[config.mk]
export PLATFORM = sky130hd
export DESIGN_NAME = useq_top
export DESIGN_NICKNAME = d
export VERILOG_FILES = /design/src/rtl/useq_pkg.sv /design/src/rtl/useq_opgroup.sv /design/src/rtl/useq_store.sv /design/src/rtl/useq_nextpc.sv /design/src/rtl/useq_top.sv
export SDC_FILE = /design/constraint.sdc
export NUM_CORES = 1
export LEC_CHECK = 0
export BUFFER_PORTS_ARGS = -buffer_cell sky130_fd_sc_hd__buf_4
export CORE_MARGIN = 1.5
export CORE_UTILIZATION = 45
export DETAILED_ROUTE_END_ITERATION = 7
export PLACE_DENSITY = 0.65
export SLEW_MARGIN = 20
export SYNTH_ARGS = -nofsm -noshare
export SYNTH_HDL_FRONTEND = slang
export SYNTH_HIERARCHICAL = 1
export SYNTH_SLANG_ARGS = --single-unit
[constraint.sdc]
create_clock -name clk_i -period 3.65 [get_ports clk_i]
set_input_delay 0.1825 -clock clk_i [delete_from_list [all_inputs] [get_ports clk_i]]
set_output_delay 0.1825 -clock clk_i [all_outputs]
set_load 0.01 [all_outputs]
[src/rtl/useq_pkg.sv]
package useq_pkg;

    typedef enum logic [2:0] {
        JT_NEXT     = 3'd0,
        JT_SPIN     = 3'd1,
        JT_FETCH    = 3'd2,
        JT_DISPATCH = 3'd3,
        JT_COND_EQZ = 3'd4,
        JT_COND_NEZ = 3'd5
    } jump_e;

    typedef enum logic [3:0] {
        GRP_ALU_REG,
        GRP_ALU_IMM,
        GRP_LOAD,
        GRP_STORE,
        GRP_JUMP,
        GRP_JUMP_REG,
        GRP_JUMP_LINK,
        GRP_JUMP_LINK_REG,
        GRP_BR_ZERO,
        GRP_BR_NONZERO,
        GRP_ILLEGAL
    } group_e;

    localparam int CW = 17;

    // single-bit strobes
    localparam logic [CW-1:0] C_LD_IR  = CW'(1) << 0;
    localparam logic [CW-1:0] C_LD_A   = CW'(1) << 1;
    localparam logic [CW-1:0] C_LD_B   = CW'(1) << 2;
    localparam logic [CW-1:0] C_LD_MA  = CW'(1) << 3;
    localparam logic [CW-1:0] C_REG_WR = CW'(1) << 4;
    localparam logic [CW-1:0] C_EN_REG = CW'(1) << 5;
    localparam logic [CW-1:0] C_MEM_WR = CW'(1) << 6;
    localparam logic [CW-1:0] C_EN_MEM = CW'(1) << 7;
    localparam logic [CW-1:0] C_EN_ALU = CW'(1) << 8;
    localparam logic [CW-1:0] C_EN_IMM = CW'(1) << 9;

    // register select, bits 12:10
    localparam logic [CW-1:0] RS_RS   = CW'(0) << 10;
    localparam logic [CW-1:0] RS_RT   = CW'(1) << 10;
    localparam logic [CW-1:0] RS_RD   = CW'(2) << 10;
    localparam logic [CW-1:0] RS_PC   = CW'(3) << 10;
    localparam logic [CW-1:0] RS_LINK = CW'(4) << 10;

    // immediate extension, bits 14:13
    localparam logic [CW-1:0] EX_SIGN = CW'(0) << 13;
    localparam logic [CW-1:0] EX_ZERO = CW'(1) << 13;
    localparam logic [CW-1:0] EX_JUMP = CW'(2) << 13;
    localparam logic [CW-1:0] EX_FOUR = CW'(3) << 13;

    // ALU operation, bits 16:15
    localparam logic [CW-1:0] OP_ADD   = CW'(0) << 15;
    localparam logic [CW-1:0] OP_PASSA = CW'(1) << 15;
    localparam logic [CW-1:0] OP_FUNC  = CW'(2) << 15;
    localparam logic [CW-1:0] OP_JTARG = CW'(3) << 15;

endpackage

[src/rtl/useq_opgroup.sv]
module useq_opgroup
    import useq_pkg::*;
#(
    parameter int OP_W = 6
) (
    input  logic [OP_W-1:0] opcode_i,
    output group_e          grp_o
);
    always_comb begin
        grp_o = GRP_ILLEGAL;
        casez (opcode_i)
            6'b000000: grp_o = GRP_ALU_REG;
            6'b001???: grp_o = GRP_ALU_IMM;
            6'b100011: grp_o = GRP_LOAD;
            6'b101011: grp_o = GRP_STORE;
            6'b000010: grp_o = GRP_JUMP;
            6'b000011: grp_o = GRP_JUMP_LINK;
            6'b000100: grp_o = GRP_BR_ZERO;
            6'b000101: grp_o = GRP_BR_NONZERO;
            6'b000110: grp_o = GRP_JUMP_REG;
            6'b000111: grp_o = GRP_JUMP_LINK_REG;
            default:   grp_o = GRP_ILLEGAL;
        endcase
    end
endmodule

[src/rtl/useq_store.sv]
module useq_store
    import useq_pkg::*;
#(
    parameter int UPC_W  = 6,
    parameter int CTRL_W = 17
) (
    input  logic [UPC_W-1:0]  addr_i,
    input  group_e            grp_i,
    output logic [CTRL_W-1:0] ctrl_o,
    output jump_e             jt_o,
    output logic [UPC_W-1:0]  tgt_o,
    output logic [UPC_W-1:0]  entry_o
);
    localparam logic [UPC_W-1:0] FETCH_ENTRY = '0;

    logic [CW-1:0] cw;

    // control store: one row per micro-step
    always_comb begin
        cw    = '0;
        jt_o  = JT_FETCH;
        tgt_o = FETCH_ENTRY;
        unique case (int'(addr_i))
            // instruction fetch
            0:  begin cw = C_LD_MA | C_EN_REG | RS_PC;                jt_o = JT_NEXT;     end
            1:  begin cw = C_LD_IR | C_EN_MEM;                        jt_o = JT_SPIN;     end
            2:  begin cw = C_LD_A | C_EN_REG | RS_PC;                 jt_o = JT_NEXT;     end
            3:  begin cw = C_REG_WR | C_EN_ALU | RS_PC | EX_FOUR | OP_ADD; jt_o = JT_DISPATCH; end
            // ALU register
            4:  begin cw = C_LD_A | C_EN_REG | RS_RS;                 jt_o = JT_NEXT;     end
            5:  begin cw = C_LD_B | C_EN_REG | RS_RT;                 jt_o = JT_NEXT;     end
            6:  begin cw = C_REG_WR | C_EN_ALU | RS_RD | OP_FUNC;     jt_o = JT_FETCH;    end
            // ALU immediate
            7:  begin cw = C_LD_A | C_EN_REG | RS_RS;                 jt_o = JT_NEXT;     end
            8:  begin cw = C_LD_B | C_EN_IMM | EX_SIGN;               jt_o = JT_NEXT;     end
            9:  begin cw = C_REG_WR | C_EN_ALU | RS_RT | OP_FUNC;     jt_o = JT_FETCH;    end
            // load
            10: begin cw = C_LD_A | C_EN_REG | RS_RS;                 jt_o = JT_NEXT;     end
            11: begin cw = C_LD_B | C_EN_IMM | EX_SIGN;               jt_o = JT_NEXT;     end
            12: begin cw = C_LD_MA | C_EN_ALU | OP_ADD;               jt_o = JT_NEXT;     end
            13: begin cw = C_REG_WR | C_EN_MEM | RS_RT;               jt_o = JT_SPIN;     end
            14: begin cw = '0;                                        jt_o = JT_FETCH;    end
            // store
            15: begin cw = C_LD_A | C_EN_REG | RS_RS;                 jt_o = JT_NEXT;     end
            16: begin cw = C_LD_B | C_EN_IMM | EX_SIGN;               jt_o = JT_NEXT;     end
            17: begin cw = C_LD_MA | C_EN_ALU | OP_ADD;               jt_o = JT_NEXT;     end
            18: begin cw = C_MEM_WR | C_EN_REG | RS_RT;               jt_o = JT_SPIN;     end
            19: begin cw = '0;                                        jt_o = JT_FETCH;    end
            // jump
            20: begin cw = C_LD_A | C_EN_REG | RS_PC;                 jt_o = JT_NEXT;     end
            21: begin cw = C_LD_B | C_EN_IMM | EX_JUMP;               jt_o = JT_NEXT;     end
            22: begin cw = C_REG_WR | C_EN_ALU | RS_PC | OP_JTARG;    jt_o = JT_FETCH;    end
            // jump register
            23: begin cw = C_LD_A | C_EN_REG | RS_RS;                 jt_o = JT_NEXT;     end
            24: begin cw = C_REG_WR | C_EN_ALU | RS_PC | OP_PASSA;    jt_o = JT_FETCH;    end
            // jump and link
            25: begin cw = C_LD_A | C_EN_REG | RS_PC;                 jt_o = JT_NEXT;     end
            26: begin cw = C_REG_WR | C_EN_ALU | RS_LINK | OP_PASSA;  jt_o = JT_NEXT;     end
            27: begin cw = C_LD_B | C_EN_IMM | EX_JUMP;               jt_o = JT_NEXT;     end
            28: begin cw = C_REG_WR | C_EN_ALU | RS_PC | OP_JTARG;    jt_o = JT_FETCH;    end
            // jump and link register
            29: begin cw = C_LD_A | C_EN_REG | RS_PC;                 jt_o = JT_NEXT;     end
            30: begin cw = C_LD_B | C_EN_REG | RS_RS;                 jt_o = JT_NEXT;     end
            31: begin cw = C_REG_WR | C_EN_ALU | RS_LINK | OP_PASSA;  jt_o = JT_NEXT;     end
            32: begin cw = C_REG_WR | C_EN_ALU | RS_PC | OP_FUNC;     jt_o = JT_FETCH;    end
            // branch if zero: fall through when zero, else refetch
            33: begin cw = C_LD_A | C_EN_REG | RS_RS;                 jt_o = JT_COND_NEZ; end
            34: begin cw = C_LD_A | C_EN_REG | RS_PC;                 jt_o = JT_NEXT;     end
            35: begin cw = C_LD_B | C_EN_IMM | EX_SIGN;               jt_o = JT_NEXT;     end
            36: begin cw = C_REG_WR | C_EN_ALU | RS_PC | OP_ADD;      jt_o = JT_FETCH;    end
            // branch if nonzero: refetch when zero, else fall through
            37: begin cw = C_LD_A | C_EN_REG | RS_RS;                 jt_o = JT_COND_EQZ; end
            38: begin cw = C_LD_A | C_EN_REG | RS_PC;                 jt_o = JT_NEXT;     end
            39: begin cw = C_LD_B | C_EN_IMM | EX_SIGN;               jt_o = JT_NEXT;     end
            40: begin cw = C_REG_WR | C_EN_ALU | RS_PC | OP_ADD;      jt_o = JT_FETCH;    end
            // illegal opcode stub
            default: begin cw = '0;                                   jt_o = JT_FETCH;    end
        endcase
    end

    assign ctrl_o = CTRL_W'(cw);

    // dispatch entry per operation group
    always_comb begin
        unique case (grp_i)
            GRP_ALU_REG:       entry_o = UPC_W'(4);
            GRP_ALU_IMM:       entry_o = UPC_W'(7);
            GRP_LOAD:          entry_o = UPC_W'(10);
            GRP_STORE:         entry_o = UPC_W'(15);
            GRP_JUMP:          entry_o = UPC_W'(20);
            GRP_JUMP_REG:      entry_o = UPC_W'(23);
            GRP_JUMP_LINK:     entry_o = UPC_W'(25);
            GRP_JUMP_LINK_REG: entry_o = UPC_W'(29);
            GRP_BR_ZERO:       entry_o = UPC_W'(33);
            GRP_BR_NONZERO:    entry_o = UPC_W'(37);
            default:           entry_o = UPC_W'(41);
        endcase
    end
endmodule

[src/rtl/useq_nextpc.sv]
module useq_nextpc
    import useq_pkg::*;
#(
    parameter int UPC_W = 6
) (
    input  logic [UPC_W-1:0] upc_i,
    input  jump_e            jt_i,
    input  logic [UPC_W-1:0] tgt_i,
    input  logic [UPC_W-1:0] entry_i,
    input  logic             busy_i,
    input  logic             zero_i,
    output logic [UPC_W-1:0] next_o
);
    localparam logic [UPC_W-1:0] STEP = UPC_W'(1);

    logic [UPC_W-1:0] inc;
    assign inc = upc_i + STEP;

    always_comb begin
        unique case (jt_i)
            JT_NEXT:     next_o = inc;
            JT_SPIN:     next_o = busy_i ? upc_i : inc;
            JT_FETCH:    next_o = tgt_i;
            JT_DISPATCH: next_o = entry_i;
            JT_COND_EQZ: next_o = zero_i ? tgt_i : inc;
            JT_COND_NEZ: next_o = zero_i ? inc : tgt_i;
            default:     next_o = tgt_i;
        endcase
    end
endmodule

[src/rtl/useq_top.sv]
module useq_top
    import useq_pkg::*;
#(
    parameter int UPC_W  = 6,
    parameter int OP_W   = 6,
    parameter int CTRL_W = 17
) (
    input  logic              clk_i,
    input  logic              rst_i,
    input  logic [OP_W-1:0]   opcode_i,
    input  logic              zero_i,
    input  logic              busy_i,
    output logic [UPC_W-1:0]  upc_o,
    output logic [CTRL_W-1:0] ctrl_o
);
    logic [UPC_W-1:0]  upc_q, tgt_q, next_upc, sel_upc, rom_tgt, entry;
    logic [CTRL_W-1:0] ctrl_q, rom_ctrl;
    jump_e             jt_q, rom_jt;
    group_e            grp;

    useq_opgroup #(.OP_W(OP_W)) u_grp (
        .opcode_i (opcode_i),
        .grp_o    (grp)
    );

    useq_nextpc #(.UPC_W(UPC_W)) u_next (
        .upc_i   (upc_q),
        .jt_i    (jt_q),
        .tgt_i   (tgt_q),
        .entry_i (entry),
        .busy_i  (busy_i),
        .zero_i  (zero_i),
        .next_o  (next_upc)
    );

    assign sel_upc = rst_i ? '0 : next_upc;

    useq_store #(.UPC_W(UPC_W), .CTRL_W(CTRL_W)) u_store (
        .addr_i  (sel_upc),
        .grp_i   (grp),
        .ctrl_o  (rom_ctrl),
        .jt_o    (rom_jt),
        .tgt_o   (rom_tgt),
        .entry_o (entry)
    );

    // uPC and its control word are loaded together
    always_ff @(posedge clk_i) begin
        upc_q  <= sel_upc;
        ctrl_q <= rom_ctrl;
        jt_q   <= rom_jt;
        tgt_q  <= rom_tgt;
    end

    assign upc_o  = upc_q;
    assign ctrl_o = ctrl_q;
endmodule

# Word level (Yosys, flattened, before mapping)
# Memories as Yosys holds them, arrays and structs flattened. A register that Yosys moved wholly into a read port is not among the register bits.
# Cells that the tools add are included.
# Widths: inputs -> output; s select.
# classes
addsub	1
n_eq_ne	13
mux	6
reduce_logical	2
# ops
operator	count
$pmux 4 s10	1
$pmux 6 s5	1
$eq 6x3->1 const B	4
$mux 6	4
$eq 6x2->1 const B	2
$eq 6x6->1 const B	2
$add 6x1->6 const B	1
$eq 3x1->1 const B	2
$eq 3x3->1 const B	2
$logic_not 6->1	1
$eq 3x2->1 const B	1
$logic_not 3->1	1
# word_totals
register_bits	6
mem_bits_ro	1376
inputBits	10
output_inout_bits	23
wordCells	25
n_memories	2
# memory_table
name	words	word_bits	rd	rd_ports_with_merged_regs	write_ports	line_no	source
(no name shown)	64	20	1	1	0	useq_store.sv:23	unique case (int'(addr_i))
(no name shown)	16	6	1	0	0	useq_store.sv:85	unique case (grp_i)

# Logic depth before layout (Yosys ltp)
# An unclocked memory read counts as a cell.
# logic_depth
depth_word	5
mapped_depth	16
mapped_depth_nobuf	15

# Hierarchy
# The synthesis kept the hierarchy.
# by_module_without_submodules
mod	n_inst	cells_per_inst	area_per_inst_um2	seq_area_each_um2
useq_store	1	132	888.4	0.0
useq_top	1	38	678.2	640.6
useq_nextpc	1	54	351.6	0.0
useq_opgroup	1	14	85.1	0.0

# Least setup slack after synthesis
# No wires, ideal clock.
# synth_timing
path_kind	input port to flip-flop
startpoint	input opcode_i[5]
endpoint	register ctrl_q[1], in the netlist ctrl_o[1]
setup_ns	0.133
arrival_time_ns	2.820
required_ns	3.517
setup_slack_ns	0.697
path_stages	13
n_path_buf	0
cell_sequence	nor4b_1 a211o_1 nand2_1 o21ai_0 a22oi_1 o21ai_1 nor2b_1 inv_1 ha_1 inv_1 mux4_2 nand2_1 o221ai_1
# synth_between
elab_chain_len	5
word_cells_on_any_way	14
classes_between	eq/ne: 9; mux: 3; reduce/logical: 1; memory: 1
# synth_rtl
item	line_no	source
start, declared	useq_top.sv:10	input logic [OP_W-1:0] opcode_i,
$eq 6x3->1 (tied with other cells)	useq_opgroup.sv:11	casez (opcode_i)
$pmux 4 s10 *	useq_opgroup.sv:11	
$mem_v2 16x6 *	-	
via entry[0]	useq_top.sv:16	logic [UPC_W-1:0] upc_q, tgt_q, next_upc, sel_upc, rom_tgt, entry;
$pmux 6 s5 *	useq_nextpc.sv:20	unique case (jt_i)
via next_upc[0]	useq_top.sv:16	
$mux 6 *	useq_top.sv:36	assign sel_upc = rst_i ? '0 : next_upc;
via sel_upc[0]	useq_top.sv:16	
end, declared	useq_top.sv:17	logic [CTRL_W-1:0] ctrl_q, rom_ctrl;
# The timed path passes the listed nets; every way through them passes the cells marked *.

# Worst setup path after layout
# layout_timing
startpoint	register jt_q[2]
endpoint	register ctrl_q[1], in the netlist ctrl_o[1]
# layout_between
elab_chain_len	3
word_cells_on_any_way	7
classes_between	eq/ne: 4; mux: 2; reduce/logical: 1
# layout_rtl
item	line_no	source
start, declared	useq_top.sv:18	jump_e jt_q, rom_jt;
$eq 3x3->1 (tied with other cells)	useq_nextpc.sv:20	
$pmux 6 s5 *	useq_nextpc.sv:20	
via next_upc[1]	useq_top.sv:16	
$mux 6 *	useq_top.sv:36	
via sel_upc[1]	useq_top.sv:16	
# Marks and branches as above.

==> results.yml <==
synthesis:
  synth_edf_count: 0
  post_synth_num_cell_types: 53
  yosys_register_bits: 32
  synth_warnings: 6
  synthFlopType: "sky130_fd_sc_hd__dfxtp_1"
  synth_area_um2: 2003
  syn_avg_cell_area_um2: 8.417
  synth.yosys.seq_area_share: 0.3198
  synth_cells: 238
  async_flop_share: 0
drt:
  dr_total_vias: 1796
  final_antenna_net_count: 0
  detail_route.first_pass.iterations: 4
  post_drt_wl_per_cell_um: 14.43
  drcViolationCount: 0
  vias_per_cell: 5.630
  drt-initial-drc-count: 142
  finalWirelength_um: 4604
critical_path:
  minimum_setup_slack_among_reg_to_reg_paths_ns: 0.52
  timing.critical_path.to_type: "register"
  rr_startpoint: "jt_q[2]"
  worstPathRequired_ns: 3.79
  rr_worst_depth: 11
  worst-path-max-fanout: 8
  critPathArrivalTime_ns: 3.27
  critPathLaunchType: "register"
  rr_endpoint: "ctrl_o[1]"
  timing_worst_setup_path_type: "reg2reg"
placement:
  hpwl_after_dpl_um: 3253
  final_replace_weighted_congestion: 0.8866
  buffer_ports.inserted: 32
die:
  initial_core_util: 0.4633
  fp.dieH_um: 69.72
  placeableCoreArea_um2: 4324
  area_of_the_die_um2: 4861
  top_level_ports: 33
  core.rowCount: 24
  chipWidth_um: 69.72
worst_hold_path:
  min_to: "upc_o[0]"
  hold_path.startpoint: "rst_i"
  min_delay_path_depth: 2
  min-delay-path-class: "in2reg"
finish:
  layout-drive-gt1-share: 0.2060
  relative_area_change_from_synthesis_to_final_layout_pct: 16.80
  nets: 286
  most-common-layout-cells: "sky130_fd_sc_hd__buf_4 (37), sky130_fd_sc_hd__dfxtp_1 (32), sky130_fd_sc_hd__nand2_1 (29)"
  n_antenna_cell: 0
  commonest_non_fill_non_tap_cell_in_the_layout: "sky130_fd_sc_hd__buf_4"
sta:
  timing.setup.tns_ns: 0
  finalClockSkew_ns: 0.004733
  layout_min_cycle_time_ns: 3.132
  final.period_utilization: 0.8582
  max_slew_margin: 0.5135
  timing_worst_slew_pin_value_ns: 0.7242
  grt_setup_unrepaired: "no"
  finalMaxSlewViolations: 0
  setup_viol: 0
  max_freq_ghz: 0.3193
  timing.final.hold_violations: 0
global_route:
  global_route_wire_length_before_repair_um: 7548
  gr_layer_usage_met2: 0.2735
  grt_max_degree: 36
  globalRouteMet3Util: 0.05087
  via_count_of_the_first_global_routing_pass: 1545
  grt_util_all_layers: 0.1953
  globalRoute.totalOverflow: 0
  antenna_found_initial: 0
  grt_busiest_layer: "met1"
  use_met1: 0.2849
clocking:
  clock_insertion_delay_worst_skew_ns: 0.28
  cts-resized-gates: 0
  cts.root.buffer_cell: "sky130_fd_sc_hd__clkbuf_8"
  post_cts.repair.setup_buffers: 0
  worst_setup_hold_path_clk_slew_ns: 0.06
  tritoncts_clock_tree: "built"
  clk_path_buf_depth: 2
  ctsHoldBuffers: 0
  cts_max_level: 2
  cts_buffers: 5
  clock_sink_count: 32
run_status:
  run_status: "completed"
pwr:
  power-per-cell-area_nw_per_um2: 789.5
  p_leak_uw: 0.0009673
  fin_total_pwr_uw: 1847
  worst_ir_drop_vdd_uv: 496.0
job:
  maxCapViolations: 0
-- layer usage --
| metal | part of all wire | vias up |
|---|---|---|
| met5 | 0 | - |
| met4 | 0.017 | 0 |
| met3 | 0.068 | 7 |
| met2 | 0.42 | 62 |
| met1 | 0.49 | 823 |
| li1 | - | 904 |
-- flip-flops by register name, indices dropped and copies added, names as in the netlist --
register  count
ctrl_o       17
jt_q          3
tgt_q         6
upc_o         6
-- logic make-up (layout without fill, tap and decap cells) --
kind of cell             Yosys count  count (layout)  synth area share
adder cells (fa/ha/maj)            9               9           0.05622
flip-flops                        32              32            0.3198
AND/OR/NAND/NOR                   89              89            0.2392
multiplexers                       7               7           0.04747
XOR/XNOR                           5               5           0.02187
other                              1               6          0.001872
buffers and inverters             29              53           0.07870
AO/OA/AOI/OAI                     66              66            0.2349
-- stage by stage --
step                      hold WS [ns]  cell area, µm²  std cells  utilization  worst slack, ns
after global routing            0.1737            2340        319       0.5411           0.4274
after floorplan                 0.2627            2022        243            -           0.6973
after CTS                       0.1503            2340        319       0.5411           0.6053
final                           0.1500            2340        319       0.5411           0.5177
after detailed placement        0.4505            2243        312       0.5188           0.3101
after global placement          0.4527            2243        312       0.5188           0.4172
-- synthesized netlist by cell type, types with 3 or more instances --
cell type,instances,area (µm²)
sky130_fd_sc_hd__and3_1,4,25.02
sky130_fd_sc_hd__o211ai_1,7,52.55
sky130_fd_sc_hd__nand3_1,7,35.03
sky130_fd_sc_hd__buf_4,8,60.06
sky130_fd_sc_hd__mux2i_1,5,50.05
sky130_fd_sc_hd__xnor2_1,3,26.28
sky130_fd_sc_hd__a21oi_1,8,40.04
sky130_fd_sc_hd__dfxtp_1,32,640.6
sky130_fd_sc_hd__nand2_1,29,108.9
sky130_fd_sc_hd__a31oi_1,5,31.28
sky130_fd_sc_hd__o21ai_0,10,50.05
sky130_fd_sc_hd__nor2b_1,12,75.07
sky130_fd_sc_hd__inv_1,8,30.03
sky130_fd_sc_hd__nand4_1,3,18.77
sky130_fd_sc_hd__a22oi_1,5,37.54
sky130_fd_sc_hd__ha_1,9,112.6
sky130_fd_sc_hd__o21ai_1,4,20.02
sky130_fd_sc_hd__a32oi_1,5,43.79
sky130_fd_sc_hd__nor2_1,12,45.04
sky130_fd_sc_hd__a22o_1,3,26.28
sky130_fd_sc_hd__nand3b_1,3,22.52
sky130_fd_sc_hd__buf_2,9,45.04
sky130_fd_sc_hd__nand2b_1,5,31.28
-- layout make-up --
| cell class | count | area [µm²] |
|---|---|---|
| Fill cell | 410 | 1984 |
| Inverter | 9 | 33.78 |
| Tap cell | 52 | 65.06 |
| Multi-Input combinational cell | 182 | 1226 |
| Timing Repair Buffer | 37 | 277.8 |
| Sequential cell | 32 | 640.6 |
| Clock buffer | 7 | 96.34 |
-- worst max path at each step --
stage               slack (ns)         to   startpoint  depth (start not counted)
floorplan                 0.70  ctrl_o[1]  opcode_i[5]                         13
global route              0.43  ctrl_o[1]  opcode_i[1]                         15
CTS                       0.61  ctrl_o[1]  opcode_i[1]                         15
finish                    0.52  ctrl_o[1]      jt_q[2]                         11
detailed placement        0.31  ctrl_o[1]  opcode_i[1]                         15
global placement          0.42  ctrl_o[1]  opcode_i[1]                         15
-- where the power goes --
part | internal, µW | switching (µW)
logic | 458 | 585
clock network | 168 | 117
registers | 451 | 68.5
total | 1080 | 771
-- worst max-delay path: stages (launching register included) --
cell	delay [ns]
sky130_fd_sc_hd__dfxtp_1	0.47
sky130_fd_sc_hd__and2b_4	0.26
sky130_fd_sc_hd__o2bb2ai_1	0.31
sky130_fd_sc_hd__nand2_1	0.12
sky130_fd_sc_hd__o21ai_1	0.08
sky130_fd_sc_hd__nor2b_1	0.41
sky130_fd_sc_hd__inv_1	0.19
sky130_fd_sc_hd__ha_1	0.42
sky130_fd_sc_hd__inv_1	0.08
sky130_fd_sc_hd__mux4_2	0.47
sky130_fd_sc_hd__nand2_1	0.08
sky130_fd_sc_hd__o221ai_1	0.11
No activity file was read; power rests on OpenSTA's default activity.
